[config.mk]
export PLATFORM = sky130hd
export DESIGN_NAME = vcm_unit
export DESIGN_NICKNAME = d
export VERILOG_FILES = /design/src/rtl/vcm_pkg.sv /design/src/rtl/vcm_compare.sv /design/src/rtl/vcm_lenmask.sv /design/src/rtl/vcm_popcount.sv /design/src/rtl/vcm_unit.sv
export SDC_FILE = /design/constraint.sdc
export NUM_CORES = 1
export LEC_CHECK = 0
export CAP_MARGIN = 0
export CORE_AREA = 4 4 212 214
export CTS_CLUSTER_SIZE = 16
export DETAILED_ROUTE_END_ITERATION = 8
export DIE_AREA = 0 0 216 218
export MAX_ROUTING_LAYER = met4
export SLEW_MARGIN = 10
export SYNTH_ARGS = -nofsm -noshare
export SYNTH_HDL_FRONTEND = slang
export SYNTH_HIERARCHICAL = 1
export SYNTH_SLANG_ARGS = --single-unit
[constraint.sdc]
create_clock -name clk -period 8.1 [get_ports clk]
set_input_delay 1.62 -clock clk [delete_from_list [all_inputs] [get_ports clk]]
set_output_delay 1.62 -clock clk [all_outputs]
set_load 0.02 [all_outputs]
[src/rtl/vcm_pkg.sv]
`timescale 1ns/1ps
package vcm_pkg;
  localparam int ELEM_W_DEF = 64;
  localparam int MAX_VL_DEF = 64;

  typedef enum logic [1:0] {
    OP_CMP   = 2'd0,
    OP_POP   = 2'd1,
    OP_CLEAR = 2'd2,
    OP_SETVL = 2'd3
  } op_e;

  typedef enum logic [2:0] {
    CC_EQ  = 3'd0,
    CC_NE  = 3'd1,
    CC_GT  = 3'd2,
    CC_LT  = 3'd3,
    CC_GE  = 3'd4,
    CC_LE  = 3'd5,
    CC_NV6 = 3'd6,
    CC_NV7 = 3'd7
  } cond_e;
endpackage

[src/rtl/vcm_compare.sv]
`timescale 1ns/1ps
// Six-way signed comparator; unused codes never hold.
module vcm_compare
  import vcm_pkg::*;
#(
  parameter int ELEM_W = ELEM_W_DEF
) (
  input  logic [2:0]        cond,
  input  logic [ELEM_W-1:0] lhs,
  input  logic [ELEM_W-1:0] rhs,
  output logic              hit
);
  logic is_eq, is_lt;

  always_comb begin
    is_eq = (lhs == rhs);
    is_lt = ($signed(lhs) < $signed(rhs));
    case (cond_e'(cond))
      CC_EQ:   hit = is_eq;
      CC_NE:   hit = !is_eq;
      CC_GT:   hit = !is_lt && !is_eq;
      CC_LT:   hit = is_lt;
      CC_GE:   hit = !is_lt;
      CC_LE:   hit = is_lt || is_eq;
      default: hit = 1'b0;
    endcase
  end
endmodule

[src/rtl/vcm_lenmask.sv]
`timescale 1ns/1ps
// Thermometer of active element positions: bit i set when i < vl.
module vcm_lenmask #(
  parameter int MAX_VL = 64,
  localparam int VL_W = $clog2(MAX_VL + 1)
) (
  input  logic [VL_W-1:0]   vl,
  output logic [MAX_VL-1:0] active
);
  for (genvar g = 0; g < MAX_VL; g++) begin : g_pos
    assign active[g] = (VL_W'(g) < vl);
  end
endmodule

[src/rtl/vcm_popcount.sv]
`timescale 1ns/1ps
// Counts set bits of the mask restricted to active positions.
module vcm_popcount #(
  parameter int MAX_VL = 64,
  localparam int VL_W = $clog2(MAX_VL + 1)
) (
  input  logic [MAX_VL-1:0] bits,
  input  logic [MAX_VL-1:0] active,
  output logic [VL_W-1:0]   total
);
  always_comb begin
    total = '0;
    for (int k = 0; k < MAX_VL; k++) begin
      total = total + VL_W'(bits[k] & active[k]);
    end
  end
endmodule

[src/rtl/vcm_unit.sv]
`timescale 1ns/1ps
module vcm_unit
  import vcm_pkg::*;
#(
  parameter int ELEM_W = ELEM_W_DEF,
  parameter int MAX_VL = MAX_VL_DEF,
  localparam int VL_W  = $clog2(MAX_VL + 1),
  localparam int IDX_W = $clog2(MAX_VL)
) (
  input  logic              clk,
  input  logic              rst_n,
  input  logic              cmd_valid,
  output logic              cmd_ready,
  input  logic [1:0]        cmd_op,
  input  logic [2:0]        cmd_cond,
  input  logic              cmd_vs,
  input  logic [ELEM_W-1:0] cmd_scalar,
  input  logic              src_valid,
  output logic              src_ready,
  input  logic [ELEM_W-1:0] src_a,
  input  logic [ELEM_W-1:0] src_b,
  output logic [MAX_VL-1:0] mask_bits,
  output logic              mask_on,
  output logic              done,
  output logic              pop_valid,
  output logic [VL_W-1:0]   pop_count,
  input  logic [IDX_W-1:0]  lane_idx,
  output logic              lane_we
);
  logic              busy_q;
  logic [2:0]        cond_q;
  logic              vs_q;
  logic [ELEM_W-1:0] scal_q;
  logic [VL_W-1:0]   vl_q;
  logic [VL_W-1:0]   idx_q;
  logic [MAX_VL-1:0] mask_q;
  logic              mask_on_q;
  logic              done_q;
  logic              popv_q;
  logic [VL_W-1:0]   popc_q;

  logic [MAX_VL-1:0] active;
  logic [VL_W-1:0]   pop_sum;
  logic [ELEM_W-1:0] rhs;
  logic              hit;
  logic              cmd_fire, beat, last_beat;

  assign cmd_ready = !busy_q;
  assign src_ready = busy_q;
  assign cmd_fire  = cmd_valid && cmd_ready;
  assign beat      = src_valid && src_ready;
  assign last_beat = (idx_q + 1'b1) == vl_q;
  assign rhs       = vs_q ? scal_q : src_b;

  vcm_lenmask #(.MAX_VL(MAX_VL)) i_lenmask (
    .vl     (vl_q),
    .active (active)
  );

  vcm_popcount #(.MAX_VL(MAX_VL)) i_popcount (
    .bits   (mask_q),
    .active (active),
    .total  (pop_sum)
  );

  vcm_compare #(.ELEM_W(ELEM_W)) i_compare (
    .cond (cond_q),
    .lhs  (src_a),
    .rhs  (rhs),
    .hit  (hit)
  );

  always_ff @(posedge clk) begin
    if (!rst_n) begin
      busy_q    <= 1'b0;
      cond_q    <= '0;
      vs_q      <= 1'b0;
      scal_q    <= '0;
      vl_q      <= VL_W'(MAX_VL);
      idx_q     <= '0;
      mask_q    <= '0;
      mask_on_q <= 1'b0;
      done_q    <= 1'b0;
      popv_q    <= 1'b0;
      popc_q    <= '0;
    end else begin
      done_q <= 1'b0;
      popv_q <= 1'b0;
      if (cmd_fire) begin
        case (op_e'(cmd_op))
          OP_CMP: begin
            cond_q    <= cmd_cond;
            vs_q      <= cmd_vs;
            scal_q    <= cmd_scalar;
            mask_q    <= '0;
            mask_on_q <= 1'b1;
            idx_q     <= '0;
            if (vl_q == '0) done_q <= 1'b1;
            else            busy_q <= 1'b1;
          end
          OP_POP: begin
            popv_q <= 1'b1;
            popc_q <= pop_sum;
          end
          OP_CLEAR: begin
            mask_q    <= '0;
            mask_on_q <= 1'b0;
          end
          default: begin
            if (cmd_scalar > ELEM_W'(MAX_VL)) vl_q <= VL_W'(MAX_VL);
            else                              vl_q <= cmd_scalar[VL_W-1:0];
          end
        endcase
      end
      if (beat) begin
        mask_q[idx_q[IDX_W-1:0]] <= hit;
        idx_q <= idx_q + 1'b1;
        if (last_beat) begin
          busy_q <= 1'b0;
          done_q <= 1'b1;
        end
      end
    end
  end

  assign mask_bits = mask_q;
  assign mask_on   = mask_on_q;
  assign done      = done_q;
  assign pop_valid = popv_q;
  assign pop_count = popc_q;
  assign lane_we   = active[lane_idx] && (!mask_on_q || mask_q[lane_idx]);
endmodule

; ---- Word level (Yosys, flattened, before mapping)
; Cells that the tools add are included.
[totals]
ff_bits = 157
out_inout_bits = 77
[op_classes]
add_sub_neg = 64
n_lt_le_gt_ge = 69
n_eq_ne = 9
muxes = 29
bitwise_logic = 65
reduce_logical = 25
[op_table]
columns = cell, n
row1 = adder 7 bit, 63
row2 = 2-to-1 mux 64 bit, 5
row3 = < comparator 6 x 7 -> 1 bit (first input constant), 32
row4 = < comparator 5 x 7 -> 1 bit (first input constant), 16
row5 = bitwise AND 1 bit, 64
row6 = bitwise mux 64 bit, 1
row7 = equality test 64 bit, 1
row8 = greater-than comparator 64 x 7 -> 1 bit (second input constant), 1
row9 = < comparator 64 bit, 1
row10 = < comparator 4 x 7 -> 1 bit (first input constant), 8
row11 = < comparator 3 x 7 -> 1 bit (first input constant), 4
row12 = 2-to-1 mux 7 bit, 4
row13 = < comparator 1 x 7 -> 1 bit (first input constant), 2
row14 = < comparator 2 x 7 -> 1 bit (first input constant), 2
row15 = < comparator 6 x 7 -> 1 bit (second input constant), 2
row16 = 2-to-1 mux 1 bit, 14
row17 = binary-select mux 1 bit (select 6 bit), 2
row18 = AND reduction 2 bit, 6
row19 = adder 7 x 1 -> 7 bit (second input constant), 1
row20 = equality test 7 bit, 1
row21 = zero test 7 bit, 1
row22 = demux 1 bit (select 6 bit), 1
row23 = equality test 3 x 2 -> 1 bit (second input constant), 2
row24 = equality test 3 bit (second input constant), 2
row25 = other kinds (15), 25

; ---- Logic depth before layout (Yosys ltp)
[logic_depth]
word_depth = 65
mapped_depth = 25
depth_no_buf = 23

; ---- By module
; Netlist, hierarchy kept.
[by_module_without_submodules]
columns = module, instances, cells_per_inst, area_each_um2, seq_area_each_um2
row1 = vcm_unit, 1, 937, 8670.8, 3143.0
row2 = vcm_popcount, 1, 206, 1911.8, 0.0
row3 = vcm_compare, 1, 250, 1720.4, 0.0
row4 = vcm_lenmask, 1, 103, 538.0, 0.0

; ---- Worst setup path after synthesis
; No wires, ideal clock.
[synth_timing]
path_type = reg-to-reg
from = register vl_q[6]
to = register popc_q[6], in the netlist pop_count[6]
arrival_time_ns = 6.552
t_required_ns = 7.984
slack_ns = 1.432
path_stages_with_launch = 22
path_buffers = 1
period_less_slack_ns = 6.668
path_cell_list = dfxtp_1 > buf_2 > nor4_4 > nand2_1 > and2_1 > fa_1 > inv_1 > fa_1 > fa_1 > fa_1 > fa_1 > fa_1 > fa_1 > fa_1 > inv_1 > ha_1 > fa_1 > a211oi_1 > o21ai_0 > a21o_1 > mux2i_1 > nor2b_1
[synth_rtl]
columns = item, line
row1 = start: declaration, vcm_unit.sv:34  ; logic [VL_W-1:0] vl_q;
row2 = start signal: assignment, vcm_unit.sv:79  ; vl_q <= VL_W'(MAX_VL);
row3 = start signal: assignment, vcm_unit.sv:110  ; if (cmd_scalar > ELEM_W'(MAX_VL)) vl_q <= VL_W'(MAX_VL);
row4 = start signal: assignment, vcm_unit.sv:111  ; else vl_q <= cmd_scalar[VL_W-1:0];
row5 = < comparator 2 x 7 -> 1 bit, vcm_lenmask.sv:11  ; assign active[g] = (VL_W'(g) < vl);
row6 = net active[3], vcm_unit.sv:42  ; logic [MAX_VL-1:0] active;
row7 = bitwise AND 1 bit, vcm_popcount.sv:14  ; total = total + VL_W'(bits[k] & active[k]);
row8 = adder 7 bit (61 in a row), vcm_popcount.sv:14
row9 = net pop_sum[6], vcm_unit.sv:43  ; logic [VL_W-1:0] pop_sum;
row10 = end signal: assignment, vcm_unit.sv:103  ; popc_q <= pop_sum;
row11 = end: declaration, vcm_unit.sv:40  ; logic [VL_W-1:0] popc_q;
; The timed path passes the listed nets, and every way through them passes these cells.
; A chain may end at the register's enable or synchronous reset.

; ---- Worst setup path in the final report
[layout_timing]
from = register vl_q[2]
to = register popc_q[6], in the netlist pop_count[6]
[layout_rtl]
columns = item, line
row1 = < comparator 4 x 7 -> 1 bit, vcm_lenmask.sv:11
row2 = net active[12], vcm_unit.sv:42
row3 = bitwise AND 1 bit, vcm_popcount.sv:14
row4 = adder 7 bit (52 in a row), vcm_popcount.sv:14
row5 = net pop_sum[6], vcm_unit.sv:43
; The timed path passes the listed nets, and every way through them passes these cells.

==> key figures <==
Global routing
  • Initial antenna violation count: 7
  • Largest net degree at the start of global routing: 103
  • Vias in the first global route: 12,280
  • First-pass GRT wire length: 75,040 µm
  • Aggregate global routing overflow: 0
  • GRT Total Usage: 0.2151

Timing
  • Slew @ Worst Pin: 1.298 ns
  • Final Hold Fails: 0
  • Fin crit share: 0.9140
  • Slew HR: 0.1318
  • Total negative slack: 0 ns
  • Fin. max-slew vios: 0
  • Final Critical Period: 7.404 ns
  • Count of final setup violators: 0
  • RSZ-0062 raised after global routing: false
  • Clock Skews: 0.01325 ns
  • Fmax achieved: 135.1 MHz

Critical path
  • CP arrival: 7.75 ns
  • Top cell by count, worst path: fa_1
  • CP Cell Sequence: o21ai_1 > o21ai_0 > nand2_1 > fa_1 > inv_1 > fa_1 > fa_1 > inv_1 > fa_1 > fa_1 > fa_1 > fa_1 > fa_1 > inv_1 > ha_1 > fa_1 > a211oi_1 > o21ai_0 > a21o_1 > mux2i_1 > nor2b_1
  • Crit-path max cell delay: 0.73 ns
  • CP Launch Type: flip-flop
  • Buf/Inv on CP: 3
  • Crit Path Max Fanout: 20
  • CP required: 8.45 ns
  • CP max stage cell: dfxtp_1
  • Worst path top cell family by delay: adder cells
  • Endpoint class of the critical path: flip-flop
  • WS Path Type: flip-flop to flip-flop

Place
  • Port Buffers: 284
  • Final GP Congestion: 1.050
  • DP Area: 16,060 µm²
  • DP Cell Count: 2,286
  • Post-DP HPWL: 39,220 µm

Clock network
  • H-Tree Depth: 4
  • Clk_lat worst skew: 0.46 ns
  • Root buf cell: clkbuf_16
  • CTS Buf Count: 17
  • Post-CTS setup buffers: 0
  • CTS tree: done
  • Post_cts resized: 0
  • Clk buf depth: 2
  • Clock Sinks: 157
  • # hold bufs at CTS: 0
  • CTS clk-pin slew, worst paths: 0.07 ns

Final layout
  • Share of layout cells above drive strength 1: 0.09175
  • Post-layout util: 0.3887
  • Area delta synth->final: 29.83%
  • Multi-input gate area: 8747 µm²
  • Fillcell total: 4,337
  • Final instance area: 16,670 µm²
  • Seq. cell area: 3144 µm²
  • Layout Nets: 2,063
  • Final cell count without fillers: 2,326

Power
  • Sw Share: 0.2716
  • Leak Pwr: 6.114 nW
  • Pwr/cell area: 117.6 nW/µm²
  • P_int: 0.001428 W
  • Logic gate share of total power: 0.165
  • Net Switching: 0.0005324 W
  • Tot Pwr: 0.001960 W
  • Maximum VDD drop: 0.1198 mV
  • Clock Power Share: 0.430
  • Seq pwr share: 0.405

Synth
  • Synthesized cell area: 12,840 µm²
  • Cells after Synth: 1,496
  • Synth Flop Type: dfxtp_1
  • Synth Net Count: 1,839
  • Largest area contributor in the netlist: dfxtp_1
  • Yosys reg bits: 157
  • Post-synth EDFFs: 0
  • Top-area cell type share of the netlist area: 0.2448
  • Area contributors post-synth: dfxtp_1 (24%), fa_1 (8.4%), ha_1 (7.9%)
  • Post-synthesis cell type count: 70
  • FFs w/ async S/R, synth: 0
  • Syn. warnings: 6
  • Synth Area per Inst: 8.584 µm²
  • Seq/Total Area, Yosys: 0.2448

Die
  • Row Count: 76
  • Starting density of the core: 0.2994
  • IO Pins: 285
  • Core area: 42,890 µm²
  • DIE WIDTH: 216 µm
  • Die area: 47,090 µm²
  • Die Ht: 218 µm

Drt
  • Post-DR vias/cell: 5.285
  • Via Count: 12,290
  • DRT Pass-1 Iters: 5
  • Total wire length: 50,760 µm
  • DR WL/cell: 21.82 µm
  • 1st-iter DRT viols: 1,183
  • DRC viols: 0
  • Antenna-violating nets left: 0

Worst hold path
  • Hold crit path type: flip-flop to flip-flop

Job
  • Maxcap violations: 0

Run status
  • Status: finished clean
==> power groups by stage <==
stage	registers, W	clock network [W]	logic [W]
after detailed placement	0.000812	0	0.000324
after CTS	0.000794	0.000867	0.000325
after global routing	0.000795	0.000896	0.000355
after floorplan	0.000807	0	0.000168
after global placement	0.000811	0	0.000319
final	0.000794	0.000842	0.000324
==> metrics by stage <==
stage          hold slack, ns  setup WS (ns)
6_report               0.4560         0.6965
5_1_grt                0.4785         0.3720
4_1_cts                0.4567         0.7622
3_5_place_dp           0.4470         0.8191
3_3_place_gp           0.4378         0.8734
2_1_floorplan          0.4316          1.432
==> cell usage after synthesis (6+ instances only) <==
library cell,instances
o211ai_1,70
nand4_1,15
nand3_1,90
xnor2_1,10
nor2b_1,20
buf_1,7
nor3_1,13
inv_1,135
mux2i_1,16
a22oi_1,12
nand2_1,234
a21boi_0,115
o21ai_0,56
a21boi_1,28
nor3_2,6
fa_1,54
clkbuf_1,53
a21oi_1,48
nor4_1,19
buf_2,18
dfxtp_1,157
nor2_1,27
and2_1,30
ha_1,81
mux2_2,64
a21o_1,6
mux4_1,8
mux4_2,24
==> tightest hold or removal path, stage by stage, from the launching register on <==
cell,delay [ns]
dfxtp_1,0.31
nand2_1,0.05
a21boi_1,0.05
==> state kept, by name (all words and copies together), names as in the netlist <==
name and count:
mask_bits 64, scal_q 64, idx_q 7, pop_count 7, vl_q 7, cond_q 3
done 1, mask_on 1, pop_valid 1, src_ready 1, vs_q 1
==> worst paths after layout <==
kind	startpoint	end	slack, ns	cells past startpoint
worst max register to register	vl_q[2]	pop_count[6]	0.70	21
worst max-delay path	vl_q[2]	pop_count[6]	0.70	21
worst min-delay path	scal_q[59]	scal_q[59]	0.46	2
worst min register to register	scal_q[59]	scal_q[59]	0.46	2
==> placed cells by master (no fill, tap or decap), drive strengths merged, types with 20 or more instances in the layout <==
cell type and n:
a21boi 143, a21oi 49, and2 32, clkdlybuf4s50 282, dfxtp 157, fa 54, ha 81, inv 142
mux2 64, mux4 32, nand2 235, nand3 90, nor2 28, nor2b 20, nor3 20, nor4 21
o211ai 71, o21ai 58
==> per-layer routing <==
metal | vias up | track usage | share of wire
li1 | 5726 | - | -
met1 | 5898 | 0.2691 | 0.42
met2 | 600 | 0.3421 | 0.46
met3 | 68 | 0.06019 | 0.098
met4 | 0 | 0.06166 | 0.021
met5 | - | - | 0
==> area by class of cell <==
class	count	share of cell area
antenna	8	0.001201
inverter	135	0.03040
tap	585	0.04391
clock inverter	14	0.009382
sequential	157	0.1886
timing repair buffer	296	0.1755
multi-input combinational	1113	0.5247
clock buffer	18	0.02634
==> cell families after synthesis <==
family                   after synthesis  synth area share
XOR/XNOR                              14          0.009548
buffers and inverters                226           0.07551
multiplexers                         112            0.1271
AO/OA/AOI/OAI                        364            0.1959
flip-flops                           157            0.2448
AND/OR/NAND/NOR                      488            0.1841
adder cells (fa/ha/maj)              135            0.1631
No activity file was read; power rests on OpenSTA's default activity.
